$ cat src/rtl/uw_pkg.sv
package uw_pkg;

    localparam int DATA_W  = 16;
    localparam int NUM_CS  = 4;
    localparam int CNT_W   = 5;
    localparam int ADDR_W  = 3;
    localparam int MODE_W  = 6;
    localparam int SEL_W   = $clog2(NUM_CS);
    localparam int HCNT_W  = 3;

    typedef enum logic [ADDR_W-1:0] {
        IDX_DATA   = 3'd0,
        IDX_CTRL   = 3'd1,
        IDX_MODE_A = 3'd2,
        IDX_MODE_B = 3'd3,
        IDX_CLKSET = 3'd4,
        IDX_CLKINV = 3'd5
    } reg_idx_e;

    typedef struct packed {
        logic       rdy_chk;
        logic [1:0] div_sel;
        logic       cs_high;
        logic       drive_rise;
        logic       sample_fall;
    } cs_mode_t;

    typedef struct packed {
        logic             assert_cs;
        logic [SEL_W-1:0] sel;
        logic [CNT_W-1:0] wcnt;
        logic [CNT_W-1:0] rcnt;
    } ctrl_t;

    function automatic logic [HCNT_W-1:0] half_ticks(input logic [1:0] d);
        case (d)
            2'd0:    return 3'd1;
            2'd1:    return 3'd2;
            default: return 3'd4;
        endcase
    endfunction

    function automatic logic [CNT_W-1:0] clamp_bits(input logic [CNT_W-1:0] n);
        if (n > CNT_W'(DATA_W)) return CNT_W'(DATA_W);
        return n;
    endfunction

endpackage

$ cat src/rtl/uw_regs.sv
module uw_regs
    import uw_pkg::*;
(
    input  logic                clk,
    input  logic                rst,
    input  logic                reg_wr,
    input  logic                reg_rd,
    input  logic [ADDR_W-1:0]   reg_addr,
    input  logic [DATA_W-1:0]   reg_wdata,
    input  logic                busy,
    input  logic                done,
    input  logic                done_is_read,
    input  logic [DATA_W-1:0]   rx_final,
    output logic [DATA_W-1:0]   reg_rdata,
    output ctrl_t               ctrl_q,
    output logic [DATA_W-1:0]   tx_q,
    output logic [NUM_CS-1:0]   cs_high_v,
    output logic                start,
    output logic [1:0]          st_div,
    output logic                st_drive_rise,
    output logic                st_sample_fall,
    output logic [2:0]          clk_setup_q,
    output logic                clk_inv_q,
    output logic                rdy_q
);

    cs_mode_t          mode_q [NUM_CS];
    logic [DATA_W-1:0] rx_q;
    logic              ctrl_wr;
    logic [SEL_W-1:0]  new_sel;
    cs_mode_t          new_mode;

    assign ctrl_wr  = reg_wr && (reg_addr == IDX_CTRL);
    assign new_sel  = reg_wdata[11:10];
    assign new_mode = mode_q[new_sel];
    assign start    = ctrl_wr && !busy && reg_wdata[13] && (|reg_wdata[9:0]);
    assign st_div         = new_mode.div_sel;
    assign st_drive_rise  = new_mode.drive_rise;
    assign st_sample_fall = new_mode.sample_fall;

    // Per-select mode fields, two per register word.
    for (genvar j = 0; j < NUM_CS; j++) begin : g_mode
        localparam logic [ADDR_W-1:0] RIDX = ADDR_W'(int'(IDX_MODE_A) + j / 2);
        localparam int SH = (j % 2) * MODE_W;
        always_ff @(posedge clk) begin
            if (rst)
                mode_q[j] <= '0;
            else if (reg_wr && reg_addr == RIDX)
                mode_q[j] <= cs_mode_t'(reg_wdata[SH +: MODE_W]);
        end
        assign cs_high_v[j] = mode_q[j].cs_high;
    end

    always_ff @(posedge clk) begin
        if (rst) begin
            ctrl_q      <= '0;
            tx_q        <= '0;
            rx_q        <= '0;
            clk_setup_q <= '0;
            clk_inv_q   <= 1'b0;
            rdy_q       <= 1'b0;
        end else begin
            if (reg_wr && reg_addr == IDX_DATA)   tx_q        <= reg_wdata;
            if (reg_wr && reg_addr == IDX_CLKSET) clk_setup_q <= reg_wdata[2:0];
            if (reg_wr && reg_addr == IDX_CLKINV) clk_inv_q   <= reg_wdata[0];
            if (ctrl_wr && !busy)                 ctrl_q      <= ctrl_t'(reg_wdata[12:0]);
            if (done && done_is_read) begin
                rx_q  <= rx_final;
                rdy_q <= 1'b1;
            end else if (reg_rd && reg_addr == IDX_DATA) begin
                rdy_q <= 1'b0;
            end
        end
    end

    always_comb begin
        reg_rdata = '0;
        case (reg_addr)
            IDX_DATA:   reg_rdata = rx_q;
            IDX_CTRL:   reg_rdata = {rdy_q, busy, 1'b0, ctrl_q};
            IDX_CLKSET: reg_rdata[2:0] = clk_setup_q;
            IDX_CLKINV: reg_rdata[0] = clk_inv_q;
            default: begin
                for (int j = 0; j < NUM_CS; j++) begin
                    if (int'(reg_addr) == int'(IDX_MODE_A) + j / 2)
                        reg_rdata[(j % 2) * MODE_W +: MODE_W] = mode_q[j];
                end
            end
        endcase
    end

endmodule

$ cat src/rtl/uw_shift.sv
module uw_shift
    import uw_pkg::*;
(
    input  logic              clk,
    input  logic              rst,
    input  logic              tick,
    input  logic              start,
    input  logic [CNT_W-1:0]  wcnt_in,
    input  logic [CNT_W-1:0]  rcnt_in,
    input  logic [DATA_W-1:0] tx_word,
    input  logic [1:0]        div_in,
    input  logic              drive_rise_in,
    input  logic              sample_fall_in,
    input  logic              sdi,
    output logic              busy,
    output logic              sck,
    output logic              sdo,
    output logic              done,
    output logic              is_read,
    output logic [DATA_W-1:0] rx_final
);

    logic [1:0]        div_q;
    logic              drive_rise_q, sample_fall_q, writing;
    logic [HCNT_W-1:0] hcnt;
    logic [CNT_W-1:0]  left, nbits;
    logic [DATA_W-1:0] shreg, rx_sh, rx_next;
    logic              half_end, rise_ev, fall_ev;

    always_comb begin
        half_end = busy && tick && (hcnt == half_ticks(div_q) - 3'd1);
        rise_ev  = half_end && !sck;
        fall_ev  = half_end && sck;
        done     = fall_ev && (left == CNT_W'(1));
        rx_next  = {rx_sh[DATA_W-2:0], sdi};
        rx_final = sample_fall_q ? rx_next : rx_sh;
        is_read  = !writing;
        nbits    = clamp_bits((wcnt_in != '0) ? wcnt_in : rcnt_in);
    end

    always_ff @(posedge clk) begin
        if (rst) begin
            busy <= 1'b0; sck <= 1'b0; sdo <= 1'b0; hcnt <= '0; left <= '0;
            writing <= 1'b0; shreg <= '0; rx_sh <= '0;
            div_q <= '0; drive_rise_q <= 1'b0; sample_fall_q <= 1'b0;
        end else if (start && !busy) begin
            busy          <= 1'b1;
            sck           <= 1'b0;
            hcnt          <= '0;
            left          <= nbits;
            writing       <= (wcnt_in != '0);
            div_q         <= div_in;
            drive_rise_q  <= drive_rise_in;
            sample_fall_q <= sample_fall_in;
            rx_sh         <= '0;
            if (wcnt_in != '0 && !drive_rise_in) begin
                sdo   <= tx_word[DATA_W-1];
                shreg <= tx_word << 1;
            end else begin
                sdo   <= 1'b0;
                shreg <= tx_word;
            end
        end else if (busy && tick) begin
            if (half_end) begin
                hcnt <= '0;
                sck  <= ~sck;
                if (rise_ev) begin
                    if (writing && drive_rise_q) begin
                        sdo   <= shreg[DATA_W-1];
                        shreg <= shreg << 1;
                    end
                    if (!writing && !sample_fall_q) rx_sh <= rx_next;
                end
                if (fall_ev) begin
                    if (!writing && sample_fall_q) rx_sh <= rx_next;
                    if (left == CNT_W'(1)) begin
                        busy <= 1'b0;
                        sdo  <= 1'b0;
                    end else begin
                        left <= left - CNT_W'(1);
                        if (writing && !drive_rise_q) begin
                            sdo   <= shreg[DATA_W-1];
                            shreg <= shreg << 1;
                        end
                    end
                end
            end else begin
                hcnt <= hcnt + 3'd1;
            end
        end
    end

endmodule

$ cat src/rtl/uw_cs_drive.sv
module uw_cs_drive
    import uw_pkg::*;
(
    input  logic              assert_cs,
    input  logic [SEL_W-1:0]  sel,
    input  logic [NUM_CS-1:0] cs_high_v,
    output logic [NUM_CS-1:0] cs_o
);

    for (genvar k = 0; k < NUM_CS; k++) begin : g_line
        logic act;
        assign act     = assert_cs && (sel == SEL_W'(k));
        assign cs_o[k] = act ? cs_high_v[k] : ~cs_high_v[k];
    end

endmodule

$ cat src/rtl/uwire_master.sv
module uwire_master
    import uw_pkg::*;
(
    input  logic              clk,
    input  logic              rst,
    input  logic              tick,
    input  logic              reg_wr,
    input  logic              reg_rd,
    input  logic [2:0]        reg_addr,
    input  logic [15:0]       reg_wdata,
    output logic [15:0]       reg_rdata,
    input  logic              sdi,
    output logic              sclk_o,
    output logic              sdo_o,
    output logic [3:0]        cs_o,
    output logic [2:0]        clk_setup_o
);

    ctrl_t             ctrl_w;
    logic [DATA_W-1:0] tx_w, rx_final_w;
    logic [NUM_CS-1:0] cs_high_w;
    logic              start_w, busy_w, done_w, is_read_w, sck_w;
    logic [1:0]        st_div_w;
    logic              st_dr_w, st_sf_w, clk_inv_w, rdy_w;

    uw_regs u_regs (
        .clk(clk), .rst(rst), .reg_wr(reg_wr), .reg_rd(reg_rd),
        .reg_addr(reg_addr), .reg_wdata(reg_wdata),
        .busy(busy_w), .done(done_w), .done_is_read(is_read_w),
        .rx_final(rx_final_w), .reg_rdata(reg_rdata), .ctrl_q(ctrl_w),
        .tx_q(tx_w), .cs_high_v(cs_high_w), .start(start_w),
        .st_div(st_div_w), .st_drive_rise(st_dr_w), .st_sample_fall(st_sf_w),
        .clk_setup_q(clk_setup_o), .clk_inv_q(clk_inv_w), .rdy_q(rdy_w)
    );

    uw_shift u_shift (
        .clk(clk), .rst(rst), .tick(tick), .start(start_w),
        .wcnt_in(reg_wdata[9:5]), .rcnt_in(reg_wdata[4:0]), .tx_word(tx_w),
        .div_in(st_div_w), .drive_rise_in(st_dr_w), .sample_fall_in(st_sf_w),
        .sdi(sdi), .busy(busy_w), .sck(sck_w), .sdo(sdo_o), .done(done_w),
        .is_read(is_read_w), .rx_final(rx_final_w)
    );

    uw_cs_drive u_cs (
        .assert_cs(ctrl_w.assert_cs), .sel(ctrl_w.sel),
        .cs_high_v(cs_high_w), .cs_o(cs_o)
    );

    assign sclk_o = sck_w ^ clk_inv_w;

endmodule

$ cat config.mk
export PLATFORM = sky130hd
export DESIGN_NAME = uwire_master
export DESIGN_NICKNAME = d
export VERILOG_FILES = /design/src/rtl/uw_pkg.sv /design/src/rtl/uw_regs.sv /design/src/rtl/uw_shift.sv /design/src/rtl/uw_cs_drive.sv /design/src/rtl/uwire_master.sv
export SDC_FILE = /design/constraint.sdc
export NUM_CORES = 1
export LEC_CHECK = 0
export BUFFER_PORTS_ARGS = -buffer_cell sky130_fd_sc_hd__buf_2
export CAP_MARGIN = 20
export CORE_ASPECT_RATIO = 0.9
export CORE_MARGIN = 4
export CORE_UTILIZATION = 25
export DETAILED_ROUTE_END_ITERATION = 10
export MAX_ROUTING_LAYER = met4
export PLACE_DENSITY = 0.37
export SLEW_MARGIN = 20
export SYNTH_ARGS = -nofsm -noshare
export SYNTH_HDL_FRONTEND = slang
export SYNTH_HIERARCHICAL = 1
export SYNTH_SLANG_ARGS = --single-unit
$ cat constraint.sdc
create_clock -name clk -period 6.1 [get_ports clk]
set_clock_uncertainty 0.05 [all_clocks]
set_input_delay 0.305 -clock clk [delete_from_list [all_inputs] [get_ports clk]]
set_output_delay 0.305 -clock clk [all_outputs]
set_load 0.02 [all_outputs]
; ---- Word level (Yosys, flattened, before mapping)
; Memory sizes are Yosys's and may differ from the RTL's.
; Index checks and enable logic that the tools add are counted.
[op_classes]
n_addsub = 3
magnitude_cmp = 1
n_eq_ne = 14
muxes = 65
bitwise = 10
n_reduce_logical = 48
[op_table]
columns = cell, n
row1 = 16-bit 2-to-1 mux, 14
row2 = 6-bit 2-to-1 mux, 8
row3 = 5-bit 2-to-1 mux, 8
row4 = 1-bit 2-to-1 mux, 29
row5 = 9-bit one-hot mux with 3 select lines, 1
row6 = 1-bit logical AND, 26
row7 = "3-bit equality test, second input constant", 4
row8 = 2-bit nonzero test, 5
row9 = 10-bit OR reduction, 1
row10 = 2-bit one-hot mux with 4 select lines, 1
row11 = 4-bit one-hot mux with 2 select lines, 1
row12 = 4-bit AND reduction, 2
row13 = "3-bit by 2-bit equality test with 1-bit output, second input constant", 2
row14 = 1-bit zero test, 6
row15 = 3-bit one-hot mux with 2 select lines, 1
row16 = "5-bit by 1-bit equality test with 1-bit output, second input constant", 1
row17 = "5-bit > comparator, second input constant", 1
row18 = 1-bit inverter, 5
row19 = 5-bit nonzero test, 1
row20 = "5-bit by 1-bit subtractor with 5-bit output, second input constant", 1
row21 = "2-bit by 1-bit equality test with 1-bit output, second input constant", 2
row22 = "2-bit equality test, second input constant", 2
row23 = 2-bit zero test, 2
row24 = 1-bit bitwise OR, 4
row25 = other kinds (11), 13
[totals]
reg_bits = 98
ram_bits = 24
input_bits = 25
output_inout_bits = 25
memories = 1
[mem_list]
columns = name, words, width, read_ports, rd_ports_with_merged_regs, write_ports, line
row1 = u_regs.mode_q, 4, 6, 5, 0, 4, uw_regs.sv:27  ; cs_mode_t mode_q [NUM_CS];

; ---- Logic depth before layout (Yosys ltp)
[depth]
ltp_word = 13
depth_mapped = 11
ltp_nobuf = 9

; ---- Cells and area by module
; The synthesis kept the hierarchy.
[by_module_without_submodules]
columns = module, n_inst, cells_each, area_each_um2, seq_area_each_um2
row1 = uw_regs, 1, 337, 3575.9, 1721.7
row2 = uw_shift, 1, 279, 2583.7, 960.9
row3 = uw_cs_drive, 1, 8, 67.6, 0.0
row4 = uwire_master, 1, 1, 8.8, 0.0

; ---- Worst setup path before layout
; OpenSTA, ideal clock, no wires.
[synth_timing]
path_type = reg2reg
startpoint = register u_shift.div_q[1]
endpoint = register u_regs.rx_q[0]
arrival_time_ns = 2.614
t_required_ns = 5.978
path_slack_ns = 3.364
path_stages_with_launch = 12
path_buffers = 2
synth_period_minus_slack_ns = 2.736
path_cell_list = dfxtp_1 > or2_2 > ha_1 > xnor2_1 > a211oi_4 > nand2_1 > nor2_1 > and2_1 > clkbuf_1 > clkbuf_1 > nand2_1 > a21oi_1
[synth_between]
elab_chain_len = 8
elab_cells_between_ends = 9
classes_between = add/sub (1) / eq/ne (2) / mux (1) / reduce/logical (5)
[synth_rtl]
columns = element, line
row1 = from (decl), uw_shift.sv:23  ; logic [1:0] div_q;
row2 = from (signal assigned), uw_shift.sv:52  ; div_q <= div_in;
row3 = 2-bit by 1-bit equality test with 1-bit output or 2-bit zero test (tied branches), uw_pkg.sv:36  ; case (d)
row4 = 3-bit one-hot mux with 2 select lines *, uw_pkg.sv:36
row5 = 3-bit by 1-bit subtractor with 3-bit output *, uw_shift.sv:31  ; half_end = busy && tick && (hcnt == half_ticks(div_q) - 3'd1);
row6 = 3-bit equality test *, uw_shift.sv:31
row7 = 1-bit logical AND *, uw_shift.sv:31
row8 = 1-bit logical AND *, uw_shift.sv:33  ; fall_ev = half_end && sck;
row9 = 1-bit logical AND *, uw_shift.sv:34  ; done = fall_ev && (left == CNT_W'(1));
row10 = via done_w, uwire_master.sv:22  ; logic start_w, busy_w, done_w, is_read_w, sck_w;
row11 = 1-bit logical AND *, uw_regs.sv:67  ; if (done && done_is_read) begin
row12 = to (signal assigned), uw_regs.sv:68  ; rx_q <= rx_final;
row13 = to (decl), uw_regs.sv:28  ; logic [DATA_W-1:0] rx_q;
; Mark *: on every way through the listed nets, which the timed path passes. The rest lies on a longest branch.
; A chain may end at the register's enable or synchronous reset.

; ---- Worst setup path in the final report
[layout_timing]
startpoint = register u_shift.div_q[1]
endpoint = register u_regs.rdy_q
[layout_between]
elab_chain_len = 9
elab_cells_between_ends = 11
classes_between = add/sub (1) / eq/ne (2) / mux (2) / reduce/logical (6)
[layout_rtl]
columns = element, line
row1 = 2-bit by 1-bit equality test with 1-bit output or 2-bit zero test (tied branches), uw_pkg.sv:36
row2 = 3-bit one-hot mux with 2 select lines *, uw_pkg.sv:36
row3 = 3-bit by 1-bit subtractor with 3-bit output *, uw_shift.sv:31
row4 = 3-bit equality test *, uw_shift.sv:31
row5 = 1-bit logical AND *, uw_shift.sv:31
row6 = 1-bit logical AND *, uw_shift.sv:33
row7 = 1-bit logical AND *, uw_shift.sv:34
row8 = via done_w, uwire_master.sv:22
row9 = 1-bit logical AND *, uw_regs.sv:67
row10 = 1-bit 2-to-1 mux or 2-bit nonzero test (tied branches), --
row11 = to (signal assigned), uw_regs.sv:61  ; rdy_q <= 1'b0;
row12 = to (signal assigned), uw_regs.sv:69  ; rdy_q <= 1'b1;
row13 = to (signal assigned), uw_regs.sv:71  ; rdy_q <= 1'b0;
row14 = to (decl), uw_regs.sv:24  ; output logic rdy_q
; Marks and branches as above.

==> impl_metrics.json <==
{
  "postSynthCellCount": 625,
  "hold_viol_final": 0,
  "post_cts_buffers": 0,
  "rrSetupSlack_ns": 3.03,
  "reg2reg_depth": 9,
  "gr-usage-all-layers_pct": 13.4,
  "place.gp.congestion": 0.732,
  "vias_per_cell": 4.55,
  "clockBufferDepth": 2,
  "critPathLaunchType": "flip-flop",
  "synthArstFlopShare_pct": 0,
  "cts_root_buf": "clkbuf_16",
  "tightest_slew_ns": 0.905,
  "slew_headroom_pct": 39.7,
  "rsz0062_at_grt": "no",
  "switching_share_pct": 23.9,
  "status": "finished, final reports clean",
  "die_area_um2": 27500,
  "grt_max_degree": 67,
  "end_kind": "flip-flop",
  "grt_overflow": 0,
  "grt_pass1_wl_mm": 27.1,
  "hold_depth": 2,
  "rows": 54,
  "cts_resized": 0,
  "synthTopCellsByArea": "dfxtp_1 (31%), edfxtp_1 (12%), mux2i_1 (9.0%)",
  "drtIter0Drc": 212,
  "synth_edf_count": 24,
  "period_share_pct": 50.4,
  "h-tree-depth": 4,
  "synthSimpleGateAreaFrac_pct": 21.2,
  "synth_mux_area_share_pct": 17.3,
  "setup_viol": 0,
  "syn_area_per_cell_um2": 9.98,
  "port_buffers": 49,
  "finalPower_uw": 2090,
  "ys.flop_type": "dfxtp_1",
  "drt-total-wl_mm": 17.5,
  "period_minus_slack_ns": 3.07,
  "drive_gt1_share_pct": 23.2,
  "arrival_ns": 3.35,
  "grt_pass1_vias": 4574,
  "antenna_cells": 0,
  "ys_seq_area_share_pct": 43.0,
  "yosys_warnings": 6,
  "yosys.area.top_type": "dfxtp_1",
  "synth_fa_ha_area_share_pct": 0.803,
  "synth_cell_types": 53,
  "clockPowerShare_pct": 51.9,
  "core_area_um2": 24400,
  "routed-via-count": 4551,
  "synth_nets": 654,
  "ys_seq_elements": 122,
  "synth_top_family_by_area": "simple AND/OR/NAND/NOR gates",
  "ir_drop_mv": 0.159,
  "fp.dieH_um": 158,
  "slew_violations": 0,
  "post-synth-top-count-cell": "dfxtp_1",
  "critPathKind": "reg2reg",
  "synth_area_um2": 6240,
  "routedWlPerCell_um": 17.5,
  "drcViolationCount": 0,
  "synthXorXnorAreaFrac_pct": 2.11,
  "area_growth_pct": 17.7,
  "antenna_found_initial": 0,
  "clkSinkCount": 122,
  "clkLatencyLatePin_ns": 0.42,
  "io_pins": 50,
  "maxCapViolations": 0,
  "p_leak_uw": 0.00280,
  "hold_buffers": 0,
  "synth_top_cell_area_share_pct": 31.5,
  "start_util_pct": 25.6,
  "drtPass1Iterations": 4,
  "drtAntennaViolNets": 0,
  "required_ns": 6.38,
  "powerDensity_nw_per_um2": 284,
  "netlist_top_cells_count": "dfxtp_1 (98), nand2_1 (74), mux2i_1 (56)",
  "synth_compound_area_share_pct": 11.1,
  "cell_internal_pwr_uw": 1590,
  "fmax_ghz": 0.325,
  "pwr-share-comb_pct": 7.2,
  "clkSlewWorstSetupHoldPaths_ns": 0.06,
  "finalSetupTns_ns": 0,
  "cts_made_buffers": 17,
  "die_width_um": 174,
  "netSwitchingPower_uw": 499,
  "layout.nets": 680,
  "place_hpwl_mm": 12.1,
  "min_path_type": "in2reg",
  "pwr-share-seq_pct": 41.0,
  "cts_tree": "yes",
  "worst-path-max-fanout": 17
}
==> worst max-delay path, cell delays in order (launching register included) <==
cell and delay [ns]:
dfxtp_1 0.34, or2_2 0.31, ha_1 0.29, xnor2_1 0.16, a211oi_4 0.40, nand2_1 0.28, nor2_1 0.26, and2_1 0.58
nor2_1 0.08, a311oi_1 0.24
==> through the flow <==
stage / utilization [%] / setup slack [ns] / std cells / hold WS [ns] / cell area [um2]
6_report: 30.1 / 3.03 / 1000 / 0.0452 / 7340
5_1_grt: 30.1 / 2.73 / 1000 / 0.0272 / 7340
4_1_cts: 30.1 / 3.02 / 1000 / 0.0193 / 7340
3_5_place_dp: 27.5 / 3.04 / 968 / 0.399 / 6700
3_3_place_gp: 27.5 / 3.11 / 968 / 0.391 / 6700
2_1_floorplan: - / 3.36 / 625 / 0.364 / 6240
==> worst paths after layout <==
path / startpoint / endpoint
worst max-delay path: u_shift/div_q[1] / u_regs/rdy_q
worst min-delay path: reg_rd / u_regs/rdy_q
worst max register to register: u_shift/div_q[1] / u_regs/rdy_q
worst min register to register: u_regs/rx_q[2] / u_regs/rx_q[2]
==> state kept, by name, indices dropped and copies added (netlist names), 2 cells and up <==
register and flops:
u_regs/ctrl_q 13, u_regs/clk_setup_q 3, u_shift/hcnt 3, u_regs/tx_q 16, u_regs/mode_q 24, u_shift/left 5, u_shift/div_q 2, u_shift/rx_sh 16
u_shift/shreg 16, u_regs/rx_q 16
==> logic make-up (layout without fill, tap and decap cells) <==
logic type,count (synthesis),in the layout
buffers and inverters,55,94
adder cells (fa/ha/maj),4,4
AND/OR/NAND/NOR,242,242
XOR/XNOR,15,15
multiplexers,88,88
AO/OA/AOI/OAI,99,99
flip-flops,122,122
==> cell usage in the layout, fill, tap and decap left out, drive strengths merged, types with 7 or more instances in the layout <==
cell type	n
nand2	85
mux2	18
nor2	31
nor3	9
a21oi	45
inv	9
mux2i	56
and2	26
dfxtp	98
nor2b	27
clkinv	7
mux4	14
edfxtp	24
nand2b	32
a211oi	35
xor2	11
buf	55
clkbuf	20
==> power by group through the flow <==
stage	registers [uW]	logic, uW	clock network, uW
final	855	150	1080
after global routing	857	163	1150
after CTS	855	152	1110
after detailed placement	873	152	0
after global placement	872	151	0
after floorplan	867	102	0
==> per-layer routing <==
| layer | up-vias | wire [um] | track usage, % | part of all wire (%) |
|---|---|---|---|---|
| met5 | - | 0 | - | 0 |
| met4 | 0 | 244 | 4.79 | 1.4 |
| met3 | 16 | 774 | 2.87 | 4.4 |
| met2 | 83 | 7620 | 19.7 | 44 |
| met1 | 2203 | 8860 | 18.2 | 51 |
| li1 | 2249 | - | - | - |
==> final cells by class <==
cell class	instances	area (um2)
Clock buffer	20	478
Clock inverter	12	161
Fill cell	2574	17100
Inverter	7	26.3
Multi-Input combinational cell	448	3280
Sequential cell	122	2680
Tap cell	336	420
Timing Repair Buffer	55	290
Power figures use the tool's default switching activity.
